===== src/rtl/flash_cmd_pkg.sv =====
package flash_cmd_pkg;

  typedef enum logic [2:0] {
    CMD_RDARR, CMD_CLRSTS, CMD_PROG, CMD_ERASE,
    CMD_LKPROG, CMD_LKRD, CMD_BLANK, CMD_BAD
  } cmd_e;

  typedef enum logic [2:0] {
    OP_NONE = 3'd0, OP_PROG = 3'd1, OP_ERASE = 3'd2,
    OP_LKPROG = 3'd3, OP_LKRD = 3'd4, OP_BLANK = 3'd5
  } op_e;

  typedef enum logic [1:0] {
    MODE_ARRAY = 2'd0, MODE_STATUS = 2'd1, MODE_LOCK = 2'd2
  } mode_e;

  localparam logic [7:0] CODE_RDARR  = 8'hFF;
  localparam logic [7:0] CODE_CLRSTS = 8'h50;
  localparam logic [7:0] CODE_PROG   = 8'h40;
  localparam logic [7:0] CODE_ERASE  = 8'h20;
  localparam logic [7:0] CODE_LKPROG = 8'h77;
  localparam logic [7:0] CODE_LKRD   = 8'h71;
  localparam logic [7:0] CODE_BLANK  = 8'h25;
  localparam logic [7:0] CODE_CONFIRM = 8'hD0;
  localparam logic [7:0] CODE_CANCEL  = 8'hFF;

  function automatic logic needs_confirm(cmd_e c);
    return (c == CMD_ERASE) || (c == CMD_LKPROG);
  endfunction

  function automatic op_e cmd_to_op(cmd_e c);
    case (c)
      CMD_PROG:   return OP_PROG;
      CMD_ERASE:  return OP_ERASE;
      CMD_LKPROG: return OP_LKPROG;
      CMD_LKRD:   return OP_LKRD;
      CMD_BLANK:  return OP_BLANK;
      default:    return OP_NONE;
    endcase
  endfunction

endpackage


===== src/rtl/flash_cmd_decode.sv =====
module flash_cmd_decode
  import flash_cmd_pkg::*;
(
  input  logic [7:0] code,
  output cmd_e       cmd
);
  always_comb begin
    case (code)
      CODE_RDARR:  cmd = CMD_RDARR;
      CODE_CLRSTS: cmd = CMD_CLRSTS;
      CODE_PROG:   cmd = CMD_PROG;
      CODE_ERASE:  cmd = CMD_ERASE;
      CODE_LKPROG: cmd = CMD_LKPROG;
      CODE_LKRD:   cmd = CMD_LKRD;
      CODE_BLANK:  cmd = CMD_BLANK;
      default:     cmd = CMD_BAD;
    endcase
  end
endmodule


===== src/rtl/flash_err_flags.sv =====
module flash_err_flags (
  input  logic       clk,
  input  logic       rst_n,
  input  logic       clr,
  input  logic       set_seq,
  input  logic       set_erase,
  input  logic       set_prog,
  output logic [1:0] err
);
  logic [1:0] err_q;

  always_ff @(posedge clk) begin
    if (!rst_n)   err_q <= 2'b00;
    else if (clr) err_q <= 2'b00;
    else          err_q <= err_q | {set_seq | set_erase, set_seq | set_prog};
  end

  assign err = err_q;

  // a flag that is set stays set unless clear status is seen
  assert_sticky_flags_R9: assert property (@(posedge clk) disable iff (!rst_n)
    !clr |=> ((err_q & $past(err_q)) == $past(err_q)));

  // a sequence error gives code 11
  assert_seq_code_R2: assert property (@(posedge clk) disable iff (!rst_n)
    (set_seq && !clr) |=> (err_q == 2'b11));

  // clear status empties both flags
  assert_clear_R2: assert property (@(posedge clk) disable iff (!rst_n)
    clr |=> (err_q == 2'b00));
endmodule


===== src/rtl/flash_seq_ctrl.sv =====
module flash_seq_ctrl
  import flash_cmd_pkg::*;
#(
  parameter int DATA_W = 16,
  parameter int BLK_W  = 6
) (
  input  logic              clk,
  input  logic              rst_n,
  input  logic              wr_valid,
  output logic              wr_ready,
  input  logic [DATA_W-1:0] wr_data,
  input  logic [BLK_W-1:0]  wr_blk,
  input  cmd_e              cmd_in,
  input  logic              blk_locked,
  input  logic              lock_disable,
  input  logic              prog_err,
  input  logic              op_done,
  input  logic              op_ok,
  output logic              op_start,
  output op_e               op_kind,
  output logic [DATA_W-1:0] op_data,
  output logic [BLK_W-1:0]  op_blk,
  output logic              busy,
  output mode_e             rd_mode,
  output logic              clr,
  output logic              set_seq,
  output logic              set_erase,
  output logic              set_prog
);
  typedef enum logic [1:0] {S_IDLE, S_CONF, S_RUN} st_e;

  st_e               st_q, st_d;
  cmd_e              pend_q, pend_d;
  op_e               kind_q, kind_d;
  mode_e             mode_q, mode_d;
  logic              start_q, start_d;
  logic [DATA_W-1:0] data_q, data_d;
  logic [BLK_W-1:0]  blk_q, blk_d;
  logic              acc, lock_block;
  logic [7:0]        code2;

  assign wr_ready   = (st_q != S_RUN);
  assign acc        = wr_valid && wr_ready;
  assign code2      = wr_data[7:0];
  assign lock_block = blk_locked && !lock_disable;

  always_comb begin
    st_d = st_q; pend_d = pend_q; kind_d = kind_q; mode_d = mode_q;
    start_d = 1'b0; data_d = data_q; blk_d = blk_q;
    clr = 1'b0; set_seq = 1'b0; set_erase = 1'b0; set_prog = 1'b0;
    case (st_q)
      S_IDLE: if (acc) begin
        case (cmd_in)
          CMD_RDARR:  mode_d = MODE_ARRAY;
          CMD_CLRSTS: begin clr = 1'b1; mode_d = MODE_ARRAY; end
          CMD_BAD:    begin set_seq = 1'b1; mode_d = MODE_STATUS; end
          default: if (!prog_err) begin
            st_d   = S_CONF;
            pend_d = cmd_in;
          end
        endcase
      end
      S_CONF: if (acc) begin
        st_d = S_IDLE;
        if (needs_confirm(pend_q) && code2 == CODE_CANCEL) begin
          mode_d = MODE_ARRAY;
        end else if (needs_confirm(pend_q) && code2 != CODE_CONFIRM) begin
          set_seq = 1'b1; mode_d = MODE_STATUS;
        end else if (pend_q == CMD_ERASE && lock_block) begin
          set_erase = 1'b1; mode_d = MODE_STATUS;
        end else if (pend_q == CMD_PROG && lock_block) begin
          set_prog = 1'b1; mode_d = MODE_STATUS;
        end else begin
          st_d    = S_RUN;
          start_d = 1'b1;
          kind_d  = cmd_to_op(pend_q);
          data_d  = wr_data;
          blk_d   = wr_blk;
          mode_d  = (pend_q == CMD_LKRD) ? MODE_LOCK : MODE_STATUS;
        end
      end
      S_RUN: if (op_done) begin
        st_d = S_IDLE;
        if (!op_ok) begin
          case (kind_q)
            OP_PROG:            set_prog  = 1'b1;
            OP_LKPROG:          set_prog  = !lock_disable;
            OP_ERASE, OP_BLANK: set_erase = 1'b1;
            default: ;
          endcase
        end
      end
      default: st_d = S_IDLE;
    endcase
  end

  always_ff @(posedge clk) begin
    if (!rst_n) begin
      st_q <= S_IDLE; pend_q <= CMD_RDARR; kind_q <= OP_NONE;
      mode_q <= MODE_ARRAY; start_q <= 1'b0;
      data_q <= '0; blk_q <= '0;
    end else begin
      st_q <= st_d; pend_q <= pend_d; kind_q <= kind_d;
      mode_q <= mode_d; start_q <= start_d;
      data_q <= data_d; blk_q <= blk_d;
    end
  end

  assign op_start = start_q;
  assign op_kind  = kind_q;
  assign op_data  = data_q;
  assign op_blk   = blk_q;
  assign busy     = (st_q == S_RUN);
  assign rd_mode  = mode_q;

  // an operation stays busy until the engine reports done
  assert_hold_busy_R8: assert property (@(posedge clk) disable iff (!rst_n)
    (st_q == S_RUN && !op_done) |=> (st_q == S_RUN));

  // busy ends on the cycle after done
  assert_done_ends_R8: assert property (@(posedge clk) disable iff (!rst_n)
    (st_q == S_RUN && op_done) |=> (st_q == S_IDLE));

  // start is a single-cycle pulse issued inside a running operation
  assert_start_pulse_R10: assert property (@(posedge clk) disable iff (!rst_n)
    start_q |=> !start_q);
  assert_start_busy_R10: assert property (@(posedge clk) disable iff (!rst_n)
    start_q |-> (st_q == S_RUN));

  // guarded first writes are dropped while the program flag is set
  assert_guard_drop_R7: assert property (@(posedge clk) disable iff (!rst_n)
    (st_q == S_IDLE && acc && prog_err &&
     cmd_in inside {CMD_PROG, CMD_ERASE, CMD_LKPROG, CMD_LKRD, CMD_BLANK})
    |=> (!start_q && st_q == S_IDLE));
endmodule


===== src/rtl/flash_cmd_seq.sv =====
module flash_cmd_seq
  import flash_cmd_pkg::*;
#(
  parameter int DATA_W = 16,
  parameter int BLK_W  = 6
) (
  input  logic              clk,
  input  logic              rst_n,
  input  logic              wr_valid,
  output logic              wr_ready,
  input  logic [DATA_W-1:0] wr_data,
  input  logic [BLK_W-1:0]  wr_blk,
  input  logic              blk_locked,
  input  logic              lock_disable,
  output logic              op_start,
  output logic [2:0]        op_kind,
  output logic [DATA_W-1:0] op_data,
  output logic [BLK_W-1:0]  op_blk,
  input  logic              op_done,
  input  logic              op_ok,
  output logic              busy,
  output logic [1:0]        err_code,
  output logic [1:0]        rd_mode
);
  cmd_e  cmd;
  op_e   kind;
  mode_e mode;
  logic  clr, set_seq, set_erase, set_prog;

  flash_cmd_decode u_dec (
    .code (wr_data[7:0]),
    .cmd  (cmd)
  );

  flash_seq_ctrl #(.DATA_W(DATA_W), .BLK_W(BLK_W)) u_ctrl (
    .clk, .rst_n, .wr_valid, .wr_ready, .wr_data, .wr_blk,
    .cmd_in       (cmd),
    .blk_locked, .lock_disable,
    .prog_err     (err_code[0]),
    .op_done, .op_ok, .op_start,
    .op_kind      (kind),
    .op_data, .op_blk, .busy,
    .rd_mode      (mode),
    .clr, .set_seq, .set_erase, .set_prog
  );

  flash_err_flags u_flags (
    .clk, .rst_n, .clr, .set_seq, .set_erase, .set_prog,
    .err (err_code)
  );

  assign op_kind = kind;
  assign rd_mode = mode;

  // no write is taken while an operation runs
  assert_no_write_busy_R8: assert property (@(posedge clk) disable iff (!rst_n)
    busy |-> !wr_ready);
endmodule


===== config.mk =====
export PLATFORM = sky130hd
export DESIGN_NAME = flash_cmd_seq
export DESIGN_NICKNAME = d
export VERILOG_FILES = /design/src/rtl/flash_cmd_pkg.sv /design/src/rtl/flash_cmd_decode.sv /design/src/rtl/flash_err_flags.sv /design/src/rtl/flash_seq_ctrl.sv /design/src/rtl/flash_cmd_seq.sv
export SDC_FILE = /design/constraint.sdc
export NUM_CORES = 1
export LEC_CHECK = 0
export ABC_CLOCK_PERIOD_IN_PS = 3800
export BUFFER_PORTS_ARGS = -buffer_cell sky130_fd_sc_hd__buf_2
export CAP_MARGIN = 20
export CORE_UTILIZATION = 30
export DETAILED_ROUTE_END_ITERATION = 8
export SETUP_SLACK_MARGIN = 0.4
export SKIP_CTS_REPAIR_TIMING = 1
export SLEW_MARGIN = 20
export SYNTH_ARGS = -nofsm -noshare
export SYNTH_HDL_FRONTEND = slang
export SYNTH_SLANG_ARGS = --single-unit

===== constraint.sdc =====
create_clock -name clk -period 3.8 [get_ports clk]
set_input_delay 0.38 -clock clk [delete_from_list [all_inputs] [get_ports clk]]
set_output_delay 0.38 -clock clk [all_outputs]
set_load 0.02 [all_outputs]

==> results.py <==
metrics = {
    "outcome": {
        "status": "finished clean",
    },
    "power_and_ir_drop": {
        "power_density_nw_per_um2": 305,
        "p_leak_nw": 0.931,
        "p_seq_share_pct": 52.9,
        "power.share.switching_pct": 25.0,
        "p_comb_share_pct": 9.6,
        "p_int_mw": 0.529,
        "power.share.clock_pct": 37.5,
        "power.switching_mw": 0.177,
        "ir_drop_uv": 123,
    },
    "logic_synthesis": {
        "synth.top_cell.area_share_pct": 37.2,
        "synthMuxAreaShare_pct": 13.3,
        "synth_compound_area_share_pct": 14.0,
        "synth_warnings": 0,
        "yosysTopAreaCell": "dfxtp_1",
        "syn_area_sq_um": 1880,
        "yosys_most_used_dff": "dfxtp_1",
        "synth_fp_nets": 239,
        "async_flop_share_pct": 0,
        "synthTopCellsByArea": "dfxtp_1 37%, mux2i_1 13%, nor2b_1 9.6%",
        "syn_avg_cell_area_sq_um": 9.10,
        "synth_xor_area_share_pct": 0.930,
        "syn-instance-count": 207,
        "synth_edf_count": 0,
        "ys_ff_latch": 35,
        "synth_top_family_by_area": "simple AND/OR/NAND/NOR gates",
        "synth_fa_ha_area_share_pct": 1.99,
        "ys_seq_area_share_pct": 37.2,
        "netlist-cell-type-count": 48,
        "yosys.area_share.simple_pct": 28.1,
    },
    "routing": {
        "via_count": 1599,
        "ant_nets": 0,
        "dr_wl_met3_um": 171,
        "drt_iter0_markers": 73,
        "drt_wl_total_um": 4000,
        "via_per_inst": 4.73,
        "m1WireLength_um": 1860,
        "drc": 0,
        "dr.pass1.iters": 4,
        "dr_wl_met2_um": 1920,
        "highest_layer": "met4",
        "wire_per_inst_um": 11.8,
    },
    "timing": {
        "holdWs_ns": 0.348,
        "finalCriticalPeriod_ns": 2.14,
        "worstMarginPinSlew_ns": 0.501,
        "layout_setup_ws_ns": 1.66,
        "relSlewSlack_pct": 66.6,
        "rsz0062_at_grt": "no",
        "finClkSkew_ns": 0.00413,
        "hold_viol": 0,
        "setup_viol": 0,
        "slew_violations": 0,
        "setup-tns-final_ns": 0,
        "fin_crit_sh_pct": 56.4,
        "fmax_ghz": 0.467,
    },
    "grt": {
        "grt_overflow_total": 0,
        "grt_max_degree": 35,
        "grt_first_pass_wirelength_um": 6440,
        "antenna_found_initial": 0,
        "grt_util_all_layers_pct": 12.8,
        "grt_pass1_vias": 1424,
    },
    "clocking": {
        "cts.path.max_buffers": 2,
        "cts_sinks": 35,
        "clkTransAtPathRegs_ns": 0.07,
        "cts_tree": "yes",
        "h-tree-depth": 2,
        "cts_root_buf": "clkbuf_8",
        "cts_made_buffers": 5,
        "insertion_delay_ns": 0.28,
    },
    "critical_path": {
        "critPathLaunchType": "register",
        "critPathRequiredTime_ns": 3.98,
        "r2r_cells": 8,
        "crit_type": "register to register",
        "cp_max_fo": 17,
        "critPathArrivalTime_ns": 2.32,
        "cp-end-kind": "register",
    },
    "placed_design": {
        "io_buffer_count": 60,
        "dp_cells": 330,
        "hpwl_um": 2960,
        "dp_slack_ns": 1.61,
        "place.gp.congestion": 0.802,
    },
    "job": {
        "cap_viol_max_count": 0,
    },
    "floorplanning": {
        "die_x_um": 81.3,
        "rows": 28,
        "ios": 61,
        "start_util_pct": 31.5,
        "die_h_um": 81.3,
        "dieArea_sq_um": 6600,
        "fp.coreArea_sq_um": 5990,
    },
    "worst_hold_path": {
        "whs_path_depth": 3,
        "min_path_type": "input port to register",
    },
    "layout": {
        "postLayoutCoreUtil_pct": 38.6,
        "drive_above_1_share_pct": 29.7,
        "final_cells": 338,
        "area_delta_synth_final_pct": 22.8,
        "n_antenna_cell": 0,
        "nets": 294,
    },
}
synthesized netlist by cell type (2+ instances only):
master,n
a21oi_1,4
o211a_1,2
buf_2,2
clkbuf_1,8
inv_1,4
nor2b_1,29
nor2_1,12
nand3b_1,2
o21ai_0,6
nand2b_1,5
and2_1,2
buf_4,4
ha_1,3
nand3_1,4
nand4b_1,2
a31oi_1,2
dfxtp_1,35
mux2i_1,25
and3_1,3
nor3_1,3
nand4_1,5
nand2_1,18
a32oi_1,2
power groups by stage:
stage | clock network (mW) | registers, mW | logic, mW
detailed placement | 0 | 0.381 | 0.0686
global placement | 0 | 0.381 | 0.0686
global route | 0.292 | 0.373 | 0.0746
CTS | 0.276 | 0.373 | 0.0688
finish | 0.264 | 0.373 | 0.0679
floorplan | 0 | 0.384 | 0.0408
final cells by class:
class	count	area, sq um
clock buffer	6	72.6
clock inverter	2	12.5
fill	594	3680
inverter	4	15.0
multi-input combinational	154	1100
sequential	35	701
tap	75	93.8
timing repair buffer	62	315
through the flow:
stage          cell area, sq um  total power, mW
2_1_floorplan              1880            0.425
3_3_place_gp               2230            0.450
3_5_place_dp               2230            0.450
4_1_cts                    2310            0.718
5_1_grt                    2310            0.740
6_report                   2310            0.705
worst max-delay path: stages, from the launching register on:
cell and delay [ns]:
dfxtp_1 0.34, inv_1 0.08, ha_1 0.24, nor2b_1 0.35, nand2_1 0.19, nor3_2 0.24
buf_4 0.31, mux2i_1 0.23, nor2b_1 0.06
cell families after synthesis:
group	Yosys count
and+or+nand+nor	93
DFF	35
AOI/OAI and AO/OA	31
muxes	25
buffers and inverters	18
adders and majority gates	3
xor gates and xnor gates	2
cells in the final DEF, fill, tap and decap left out, drive strengths merged, types with 3 or more instances in the layout:
master / count
nand2b: 5
mux2i: 25
nor2b: 29
nor3: 3
ha: 3
nor2: 12
nand4: 5
dfxtp: 35
o21ai: 6
and3: 3
buf: 62
inv: 4
a21boi: 3
a21oi: 4
clkbuf: 6
nand3: 5
nand2: 18
path summary, 6_finish.rpt:
check	from	end	slack (ns)
setup / recovery	u_ctrl.st_q[0]$_SDFFE_PN0P_	u_ctrl.op_blk[4]$_SDFFE_PN0P_	1.66
hold / removal	wr_data[10]	u_ctrl.op_data[10]$_SDFFE_PN0P_	0.35
setup reg to reg	u_ctrl.st_q[0]$_SDFFE_PN0P_	u_ctrl.op_blk[4]$_SDFFE_PN0P_	1.66
hold reg to reg	u_ctrl.rd_mode[1]$_SDFFE_PN0P_	u_ctrl.rd_mode[1]$_SDFFE_PN0P_	0.47
routing by layer:
metal | track usage (%) | vias up
met3 | 3.82 | 4
met4 | 5.54 | 0
li1 | - | 832
met1 | 15.0 | 731
met2 | 21.4 | 32
met5 | 0 | -
sequential cells by signal, indices dropped and copies added, names as in the netlist:
signal and count:
u_ctrl.op_blk 6, u_ctrl.op_data 16, u_ctrl.pend_q 3, u_flags.err 2, u_ctrl.st_q 2, u_ctrl.op_start 1
u_ctrl.rd_mode 2, u_ctrl.op_kind 3
Note: power is estimated with default switching activity, not from simulation.
